[src/rtl/acc_alu_pkg.sv]
package acc_alu_pkg;

    typedef struct packed {
        logic s;
        logic z;
        logic ac;
        logic p;
        logic cy;
    } flags_t;

    typedef enum logic [2:0] {
        K_NONE  = 3'd0,
        K_ARITH = 3'd1,
        K_ROT   = 3'd2,
        K_CMA   = 3'd3,
        K_STC   = 3'd4,
        K_CMC   = 3'd5
    } kind_e;

    typedef enum logic [2:0] {
        OP_ADD = 3'd0,
        OP_ADC = 3'd1,
        OP_SUB = 3'd2,
        OP_SBB = 3'd3,
        OP_AND = 3'd4,
        OP_XOR = 3'd5,
        OP_OR  = 3'd6,
        OP_CMP = 3'd7
    } aluop_e;

    typedef enum logic [1:0] {
        ROT_LC = 2'd0,
        ROT_RC = 2'd1,
        ROT_LT = 2'd2,
        ROT_RT = 2'd3
    } rot_e;

endpackage

[src/rtl/acc_alu_decode.sv]
module acc_alu_decode
    import acc_alu_pkg::*;
(
    input  logic [7:0] opcode,
    output kind_e      kind,
    output aluop_e     aluop,
    output rot_e       rot,
    output logic       src_is_acc
);

    logic reg_form;
    logic imm_form;

    always_comb begin
        reg_form   = (opcode[7:6] == 2'b10);
        imm_form   = (opcode[7:6] == 2'b11) && (opcode[2:0] == 3'b110);
        aluop      = aluop_e'(opcode[5:3]);
        rot        = rot_e'(opcode[4:3]);
        src_is_acc = reg_form && (opcode[2:0] == 3'b111);

        if (reg_form || imm_form) begin
            kind = K_ARITH;
        end else if (opcode[7:5] == 3'b000 && opcode[2:0] == 3'b111) begin
            kind = K_ROT;
        end else if (opcode == 8'h2F) begin
            kind = K_CMA;
        end else if (opcode == 8'h37) begin
            kind = K_STC;
        end else if (opcode == 8'h3F) begin
            kind = K_CMC;
        end else begin
            kind = K_NONE;
        end
    end

endmodule

[src/rtl/acc_alu_core.sv]
module acc_alu_core
    import acc_alu_pkg::*;
#(
    parameter int W = 8
) (
    input  kind_e          kind,
    input  aluop_e         aluop,
    input  rot_e           rot,
    input  logic [W-1:0]   a,
    input  logic [W-1:0]   b,
    input  flags_t         flags_in,
    output logic [W-1:0]   result,
    output flags_t         flags_new,
    output logic           write_acc
);

    localparam int NIB = W / 2;

    logic [W:0]     wide;
    logic [NIB:0]   low;
    logic           cin;
    logic [W-1:0]   r;
    flags_t         f;

    always_comb begin
        f         = flags_in;
        r         = a;
        write_acc = 1'b0;
        wide      = '0;
        low       = '0;
        cin       = 1'b0;

        unique case (kind)
            K_ARITH: begin
                write_acc = (aluop != OP_CMP);
                unique case (aluop)
                    OP_ADD, OP_ADC: begin
                        cin  = (aluop == OP_ADC) ? flags_in.cy : 1'b0;
                        wide = {1'b0, a} + {1'b0, b} + {{W{1'b0}}, cin};
                        low  = {1'b0, a[NIB-1:0]} + {1'b0, b[NIB-1:0]} + {{NIB{1'b0}}, cin};
                        r    = wide[W-1:0];
                        f.cy = wide[W];
                        f.ac = low[NIB];
                    end
                    OP_SUB, OP_SBB, OP_CMP: begin
                        cin  = (aluop == OP_SBB) ? flags_in.cy : 1'b0;
                        wide = {1'b0, a} - {1'b0, b} - {{W{1'b0}}, cin};
                        low  = {1'b0, a[NIB-1:0]} - {1'b0, b[NIB-1:0]} - {{NIB{1'b0}}, cin};
                        r    = wide[W-1:0];
                        f.cy = wide[W];
                        f.ac = low[NIB];
                    end
                    OP_AND: begin
                        r    = a & b;
                        f.cy = 1'b0;
                        f.ac = 1'b1;
                    end
                    OP_XOR: begin
                        r    = a ^ b;
                        f.cy = 1'b0;
                        f.ac = 1'b0;
                    end
                    default: begin
                        r    = a | b;
                        f.cy = 1'b0;
                        f.ac = 1'b0;
                    end
                endcase
                f.s = r[W-1];
                f.z = (r == '0);
                f.p = ~^r;
            end
            K_ROT: begin
                write_acc = 1'b1;
                unique case (rot)
                    ROT_LC: begin
                        r    = {a[W-2:0], a[W-1]};
                        f.cy = a[W-1];
                    end
                    ROT_RC: begin
                        r    = {a[0], a[W-1:1]};
                        f.cy = a[0];
                    end
                    ROT_LT: begin
                        r    = {a[W-2:0], flags_in.cy};
                        f.cy = a[W-1];
                    end
                    default: begin
                        r    = {flags_in.cy, a[W-1:1]};
                        f.cy = a[0];
                    end
                endcase
            end
            K_CMA: begin
                write_acc = 1'b1;
                r         = ~a;
            end
            K_STC: begin
                f.cy = 1'b1;
            end
            K_CMC: begin
                f.cy = ~flags_in.cy;
            end
            default: begin
                write_acc = 1'b0;
            end
        endcase

        result    = r;
        flags_new = f;
    end

endmodule

[src/rtl/acc_alu_cond.sv]
module acc_alu_cond
    import acc_alu_pkg::*;
(
    input  logic [2:0] cond_code,
    input  flags_t     flags,
    output logic       cond_true
);

    logic picked;

    always_comb begin
        unique case (cond_code[2:1])
            2'b00:   picked = flags.z;
            2'b01:   picked = flags.cy;
            2'b10:   picked = flags.p;
            default: picked = flags.s;
        endcase
        cond_true = (picked == cond_code[0]);
    end

endmodule

[src/rtl/acc_alu_unit.sv]
module acc_alu_unit
    import acc_alu_pkg::*;
#(
    parameter int W = 8
) (
    input  logic         clk,
    input  logic         rst_n,
    input  logic         op_valid,
    input  logic [7:0]   opcode,
    input  logic [W-1:0] acc_in,
    input  logic [W-1:0] operand,
    input  logic [2:0]   cond_code,
    output logic [W-1:0] acc_out,
    output logic [4:0]   flags_out,
    output logic         cond_true,
    output logic         unhandled
);

    typedef struct packed {
        logic [W-1:0] acc;
        flags_t       flags;
        logic         unh;
    } state_t;

    state_t state_d, state_q;

    kind_e        dec_kind;
    aluop_e       dec_op;
    rot_e         dec_rot;
    logic         dec_src_acc;
    logic [W-1:0] src_b;
    logic [W-1:0] core_res;
    flags_t       core_flags;
    logic         core_wr;

    acc_alu_decode u_decode (
        .opcode     (opcode),
        .kind       (dec_kind),
        .aluop      (dec_op),
        .rot        (dec_rot),
        .src_is_acc (dec_src_acc)
    );

    assign src_b = dec_src_acc ? acc_in : operand;

    acc_alu_core #(.W(W)) u_core (
        .kind      (dec_kind),
        .aluop     (dec_op),
        .rot       (dec_rot),
        .a         (acc_in),
        .b         (src_b),
        .flags_in  (state_q.flags),
        .result    (core_res),
        .flags_new (core_flags),
        .write_acc (core_wr)
    );

    acc_alu_cond u_cond (
        .cond_code (cond_code),
        .flags     (state_q.flags),
        .cond_true (cond_true)
    );

    always_comb begin
        state_d     = state_q;
        state_d.unh = 1'b0;
        if (op_valid) begin
            if (dec_kind == K_NONE) begin
                state_d.unh = 1'b1;
            end else begin
                state_d.flags = core_flags;
                if (core_wr) begin
                    state_d.acc = core_res;
                end else if (dec_kind == K_ARITH) begin
                    state_d.acc = acc_in;
                end
            end
        end
    end

    always_ff @(posedge clk or negedge rst_n) begin
        if (!rst_n) begin
            state_q <= '0;
        end else begin
            state_q <= state_d;
        end
    end

    assign acc_out   = state_q.acc;
    assign flags_out = state_q.flags;
    assign unhandled = state_q.unh;


    unhandled_hold_chk: assert property (@(posedge clk) disable iff (!rst_n)
        unhandled |-> (acc_out == $past(acc_out)) && (flags_out == $past(flags_out)));


    idle_hold_chk: assert property (@(posedge clk) disable iff (!rst_n)
        !op_valid |=> $stable(acc_out) && $stable(flags_out) && !unhandled);


    logic_carry_clear_chk: assert property (@(posedge clk) disable iff (!rst_n)
        op_valid && opcode[7:6] == 2'b10 && (opcode[5:3] == 3'b101 || opcode[5:3] == 3'b110)
        |=> !flags_out[0] && !flags_out[2]);


    compare_keeps_acc_chk: assert property (@(posedge clk) disable iff (!rst_n)
        op_valid && opcode[7:6] == 2'b10 && opcode[5:3] == 3'b111 |=> acc_out == $past(acc_in));


    rotate_left_chk: assert property (@(posedge clk) disable iff (!rst_n)
        op_valid && opcode == 8'h07 |=> acc_out == {$past(acc_in[W-2:0]), $past(acc_in[W-1])}
                                      && flags_out[0] == $past(acc_in[W-1])
                                      && flags_out[4:1] == $past(flags_out[4:1]));


    set_carry_chk: assert property (@(posedge clk) disable iff (!rst_n)
        op_valid && opcode == 8'h37 |=> flags_out[0] && acc_out == $past(acc_out));


    cond_zero_chk: assert property (@(posedge clk) disable iff (!rst_n)
        cond_code == 3'b001 |-> cond_true == flags_out[3]);

endmodule

[config.mk]
export PLATFORM = sky130hd
export DESIGN_NAME = acc_alu_unit
export DESIGN_NICKNAME = d
export VERILOG_FILES = /design/src/rtl/acc_alu_pkg.sv /design/src/rtl/acc_alu_decode.sv /design/src/rtl/acc_alu_core.sv /design/src/rtl/acc_alu_cond.sv /design/src/rtl/acc_alu_unit.sv
export SDC_FILE = /design/constraint.sdc
export NUM_CORES = 1
export LEC_CHECK = 0
export BUFFER_PORTS_ARGS = -buffer_cell sky130_fd_sc_hd__clkbuf_2
export CORE_UTILIZATION = 59
export CTS_CLUSTER_SIZE = 30
export DETAILED_ROUTE_END_ITERATION = 10
export PLACE_DENSITY = 0.83
export SYNTH_ARGS = -nofsm -noshare
export SYNTH_HDL_FRONTEND = slang
export SYNTH_HIERARCHICAL = 1
export SYNTH_SLANG_ARGS = --single-unit
[constraint.sdc]
create_clock -name clk -period 3.8 [get_ports clk]
set_clock_uncertainty 0.1 [all_clocks]
set_input_delay 0.38 -clock clk [delete_from_list [all_inputs] [get_ports clk]]
set_output_delay 0.38 -clock clk [all_outputs]
set_load 0.01 [all_outputs]
Yosys cells after proc, flatten, opt, wreduce, memory -nomap -nowiden. Cells that the tools add are included.

Input bits: 30. Register bits: 14.

Equal/unequal tests: 24. Multiplexer cells: 22. Bitwise gates (word level): 6. $add $sub $neg: 8. Reduce and logical (&&, ||, !) cells: 20.

Operators by type and width (number): 8-bit case mux with 3 select lines (2); 8-bit two-way mux (4); 8-bit case mux with 4 select lines (1); 8-bit by 6-bit == test with 1-bit output (second input constant) (3); 3-bit == test (second input constant) (7); 3-bit two-way mux (5); 3-bit by 2-bit == test with 1-bit output (second input constant) (4); 8-bit by 8-bit adder with 9-bit output (1); 9-bit by 1-bit adder with 9-bit output (1); 3-bit zero test (3); 3-bit AND reduction (3); 8-bit by 8-bit subtractor with 9-bit output (1); 9-bit by 1-bit subtractor with 9-bit output (1); 8-bit AND (1); 2-bit == test (second input constant) (4); 8-bit zero test (1); 8-bit inverter (1); 8-bit bitwise OR (1); 8-bit XNOR reduction (1); 8-bit bitwise XOR (1); 3-bit by 1-bit == test with 1-bit output (second input constant) (2); 1-bit case mux with 3 select lines (2); 2-bit OR reduction (3); 4-bit by 4-bit adder with 5-bit output (1); 16 further kinds (26).

Depth between registers and ports, before layout.
Depth in word-level cells: 11. Depth in mapped cells: 18.

Modules after synthesis. Netlist, hierarchy kept.

Modules (own cells, without submodules): acc_alu_core (area an instance 2014.4 µm², times used 1, cells an instance 294); acc_alu_unit (area an instance 748.2 µm², times used 1, cells an instance 50); acc_alu_decode (area an instance 132.6 µm², times used 1, cells an instance 15); acc_alu_cond (area an instance 31.3 µm², times used 1, cells an instance 2).

Worst setup path before layout. No wires, ideal clock.

Path type: in2reg. Start point: input port opcode[1]. End point: register state_q, in the netlist flags_out[1]. Path slack: -459 ps. Path buffers: 1. Stages on the path: 17. Library setup time: 125 ps. Arrival: 4034 ps. Path through: nand3_2 > nor3b_1 > clkbuf_1 > mux2_2 > inv_1 > ha_1 > ha_1 > or4_1 > o22ai_1 > mux2i_1 > nand2_1 > o221ai_1 > ha_1 > xnor2_1 > xnor2_1 > o21ai_0 > mux2_2.

Elaborated cells between the ends (all ways): 29. Those cells by class: add/sub: 4; eq/ne: 6; mux: 8; bitwise: 4; reduce/logical: 7.

RTL lines: start: declaration (RTL line acc_alu_unit.sv:9) `input logic [7:0] opcode,`; 3-bit == test (*) (RTL line acc_alu_decode.sv:19) `src_is_acc = reg_form && (opcode[2:0] == 3'b111);`; 1-bit logical AND (*) (RTL line acc_alu_decode.sv:19); named net dec_src_acc (RTL line acc_alu_unit.sv:30) `logic dec_src_acc;`; 8-bit two-way mux (*) (RTL line acc_alu_unit.sv:44) `assign src_b = dec_src_acc ? acc_in : operand;`; named net src_b[3] (RTL line acc_alu_unit.sv:31) `logic [W-1:0] src_b;`; 8-bit by 8-bit subtractor with 9-bit output / 8-bit by 8-bit adder with 9-bit output (equally long branches) (RTL line acc_alu_core.sv:47, acc_alu_core.sv:39); 9-bit by 1-bit subtractor with 9-bit output / 9-bit by 1-bit adder with 9-bit output (equally long branches) (RTL line acc_alu_core.sv:47, acc_alu_core.sv:39); 8-bit case mux with 4 select lines (*) (RTL line acc_alu_core.sv:36) `unique case (aluop)`; 8-bit two-way mux (*) (RTL line acc_alu_core.sv:33) `unique case (kind)`; 8-bit XNOR reduction (*) (RTL line acc_alu_core.sv:71) `f.p = ~^r;`; end signal: assignment (RTL line acc_alu_unit.sv:85) `state_q <= state_d;`; end: declaration (RTL line acc_alu_unit.sv:25) `state_t state_d, state_q;`.

The timed path passes the listed nets; every way through them passes the cells marked *. The select of a mux whose other input is x is not followed. A chain may end at the register's enable or synchronous reset.

Final worst setup path. Same ends and word-level chain as after synthesis.

==> impl_metrics.py <==
metrics = {
    "drt": {
        "drtIter0Drc": 417,
        "vias_per_cell": 6.39,
        "avgRoutedWirePerCell_um": 19.2,
        "vias": 3378,
        "first_pass_iters": 5,
        "route.detailed.drc": 0,
        "wirelength_um": 10200,
        "postRouteAntennaNets": 0,
    },
    "logic_synthesis": {
        "synth_area_per_cell_um2": 8.11,
        "synth.distinct_cells": 62,
        "ys.warnings.count": 6,
        "synth_edf_count": 0,
        "synthArstFlopShare_pct": 100,
        "ys_seq_area_share_pct": 12.0,
        "synth_flop_cell": "dfrtp_1",
        "netlist_area_um2": 2930,
        "synthesis.nets": 429,
        "syn_inst": 361,
        "yosys_register_bits": 14,
    },
    "worst_setup_path": {
        "path_cells": "buf_8 -> nand3_4 -> nor3b_2 -> buf_4 -> buf_6 -> mux2_4 -> inv_4 -> ha_4 -> ha_4 -> or4_4 -> o22ai_4 -> mux2i_2 -> nand2_1 -> o221ai_4 -> ha_4 -> xnor2_2 -> xnor2_1 -> o21ai_1 -> mux2_4",
        "critPathSlowestCell": "or4_4",
        "path_class": "input pin to flop",
        "crit_fanout": 4,
        "crit_path_frequent_cell": "ha_4",
        "cp_data_arrival_time_ns": 3.96,
        "startpoint_type": "input pin",
        "critPathRequiredTime_ns": 3.84,
        "crit_family": "multiplexers",
        "cp-end-kind": "flop",
        "max_stage_delay_ns": 0.48,
        "critPathBufInv": 4,
    },
    "placed_design": {
        "dp_hpwl_um": 7510,
        "place.gp.congestion": 0.994,
        "place_area_um2": 3740,
        "pre_cts_slack_ns": -0.431,
        "port_buffers": 44,
        "dp_cells": 518,
    },
    "power_and_ir_drop": {
        "leakage_nw": 1.83,
        "powerDensity_nw_per_um2": 296,
        "finalPower_mw": 1.19,
        "ir_drop_mv": 0.182,
    },
    "final_layout": {
        "layout-drive-gt1-share_pct": 42.6,
        "fillCellCount": 292,
        "postLayoutCoreUtil_pct": 84.5,
        "fin_cells": 529,
        "fin_nets": 531,
        "antennaDiodeCount": 0,
        "area_growth_pct": 37.3,
        "design_area_um2": 4020,
    },
    "clock_network": {
        "tritoncts": "built",
        "path_clk_slew_ns": 0.07,
        "clkLatencyLatePin_ns": 0.25,
        "clockRootBuffer": "clkbuf_8",
        "h-tree-depth": 1,
        "cts_buffers": 3,
        "cts_sinks": 14,
        "clockBufferDepth": 2,
    },
    "global_route": {
        "antenna_found_initial": 0,
        "overflow": 0,
        "grt_pass1_wl_um": 15900,
        "gr-usage-all-layers_pct": 39.7,
        "grt_start_max_net_pins": 29,
        "grt_pass1_vias": 3287,
    },
    "sta": {
        "slew_violations": 0,
        "fin_crit_ns": 3.93,
        "hold_violations": 0,
        "timing.fmax_mhz": 255,
        "fin_ws_ns": -0.127,
        "slew_headroom_pct": 62.9,
        "worst_pin_slew_ns": 0.550,
        "setup_viol": 1,
        "fin_crit_sh_pct": 103,
        "rsz0062_at_grt": "yes",
        "finalSetupTns_ns": -0.127,
        "whs_ns": 0.337,
    },
    "die": {
        "chipHeight_um": 72.4,
        "start_util_pct": 61.6,
        "dieArea_um2": 5250,
        "rows": 25,
        "core_area_um2": 4750,
        "chipWidth_um": 72.4,
        "io_pins": 45,
    },
    "job": {
        "maxCapViolations": 0,
    },
    "hold_path": {
        "hp-class": "input pin to flop",
    },
    "outcome": {
        "status": "finished, violations left",
        "violations": "negative setup slack",
    },
}
==> final timing paths <==
kind | startpoint | to | slack [ns] | depth (start not counted)
worst max-delay path | opcode[1] | flags_out[1] | -0.13 | 19
worst min-delay path | op_valid | unhandled | 0.34 | 2
max in group asynchronous | rst_n | flags_out[1] | 2.83 | 2
worst min register to register | acc_out[2] | acc_out[2] | 0.42 | 1
worst max register to register | flags_out[0] | flags_out[1] | 0.13 | 13
min in group asynchronous | rst_n | acc_out[6] | 0.49 | 2
==> layer usage <==
metal | track usage, % | part of all wire (%)
met5 | 0 | 0
met4 | 18.5 | 4.2
met1 | 50.3 | 41
met3 | 6.25 | 8.2
met2 | 65.9 | 47
==> sequential cells by signal, summed over array words and instances, names as in the netlist <==
name       flops
acc_out        8
flags_out      5
unhandled      1
==> area by class of cell <==
class                           count  area [um2]  share of cell area (%)
Clock buffer                        4        55.1                    1.37
Inverter                           30         120                    2.99
Multi-Input combinational cell    294        2570                    64.1
Sequential cell                    14         350                    8.72
Tap cell                           67        83.8                    2.09
Timing Repair Buffer              120         835                    20.8
==> cell usage after synthesis, drive strengths merged (4+ instances only) <==
master,n,share of area [%]
ha,34,15
nor2,21,2.7
nor3,4,0.68
nand3,9,1.7
dfrtp,14,12
and2,4,0.85
o21ai,22,3.8
mux2i,7,2.4
nand2,25,3.2
a211o,4,1.2
clkbuf,12,1.6
a21oi,14,2.4
o21a,5,1.3
a31oi,5,1.1
nand4,4,0.85
buf,11,2.2
nor2b,13,2.8
a22oi,4,1.0
fa,4,2.7
o211ai,4,1.0
xnor2,9,2.7
inv,30,3.8
a211oi,11,2.8
and3,4,0.85
o22ai,8,1.7
mux2,33,13
==> worst reg2reg max path, delay by kind of cell, from the launching register on <==
kind / cells / cell delay (ns)
adder cells (fa/ha/maj): 3 / 0.88
AND/OR/NAND/NOR: 3 / 0.82
multiplexers: 2 / 0.57
AO/OA/AOI/OAI: 3 / 0.46
flip-flops: 1 / 0.39
XOR/XNOR: 2 / 0.33
==> what timing repair did <==
item | CTS | global route
pin swaps | 14 | 15
gates cloned | 0 | 0
endpoints found under the hold margin | 14 | 0
setup buffers | 5 | 1
gates resized for setup | 15 | 18
hold buffers | 1 | 0
setup endpoints to repair | 1 | 3
==> kinds of logic after synthesis <==
family | Yosys count | synth area share [%]
and+or+nand+nor | 100 | 18.1
buffers and inverters | 53 | 7.65
xor gates and xnor gates | 12 | 3.59
adders and majority gates | 38 | 17.3
muxes | 41 | 15.9
AOI/OAI and AO/OA | 103 | 25.6
DFF | 14 | 12.0
==> report_power, final <==
| group | switching (mW) | internal (mW) |
|---|---|---|
| logic | 0.402 | 0.405 |
| clock network | 0.0596 | 0.0920 |
| registers | 0.0346 | 0.194 |
| total | 0.497 | 0.691 |
==> layout by cell type, fill, tap and decap left out, types with 3 or more instances in the layout <==
cell / count
a211o_1: 4
a211oi_1: 11
a21oi_1: 13
a22o_1: 3
a22oi_1: 3
a31oi_1: 5
a32oi_1: 3
and2_1: 4
and3_1: 4
buf_4: 72
buf_6: 3
buf_8: 3
clkbuf_2: 41
clkbuf_8: 4
dfrtp_1: 14
fa_2: 4
ha_1: 26
ha_4: 7
inv_1: 25
inv_4: 3
mux2_2: 28
mux2_4: 5
mux2i_1: 6
nand2_1: 25
nand3_1: 8
nand4_1: 4
nor2_1: 21
nor2b_1: 12
nor3_1: 4
o211ai_1: 4
o21a_1: 5
o21ai_0: 19
o21ai_1: 3
o22ai_1: 7
xnor2_1: 7
xor2_1: 3
No activity file was read; power rests on OpenSTA's default activity.
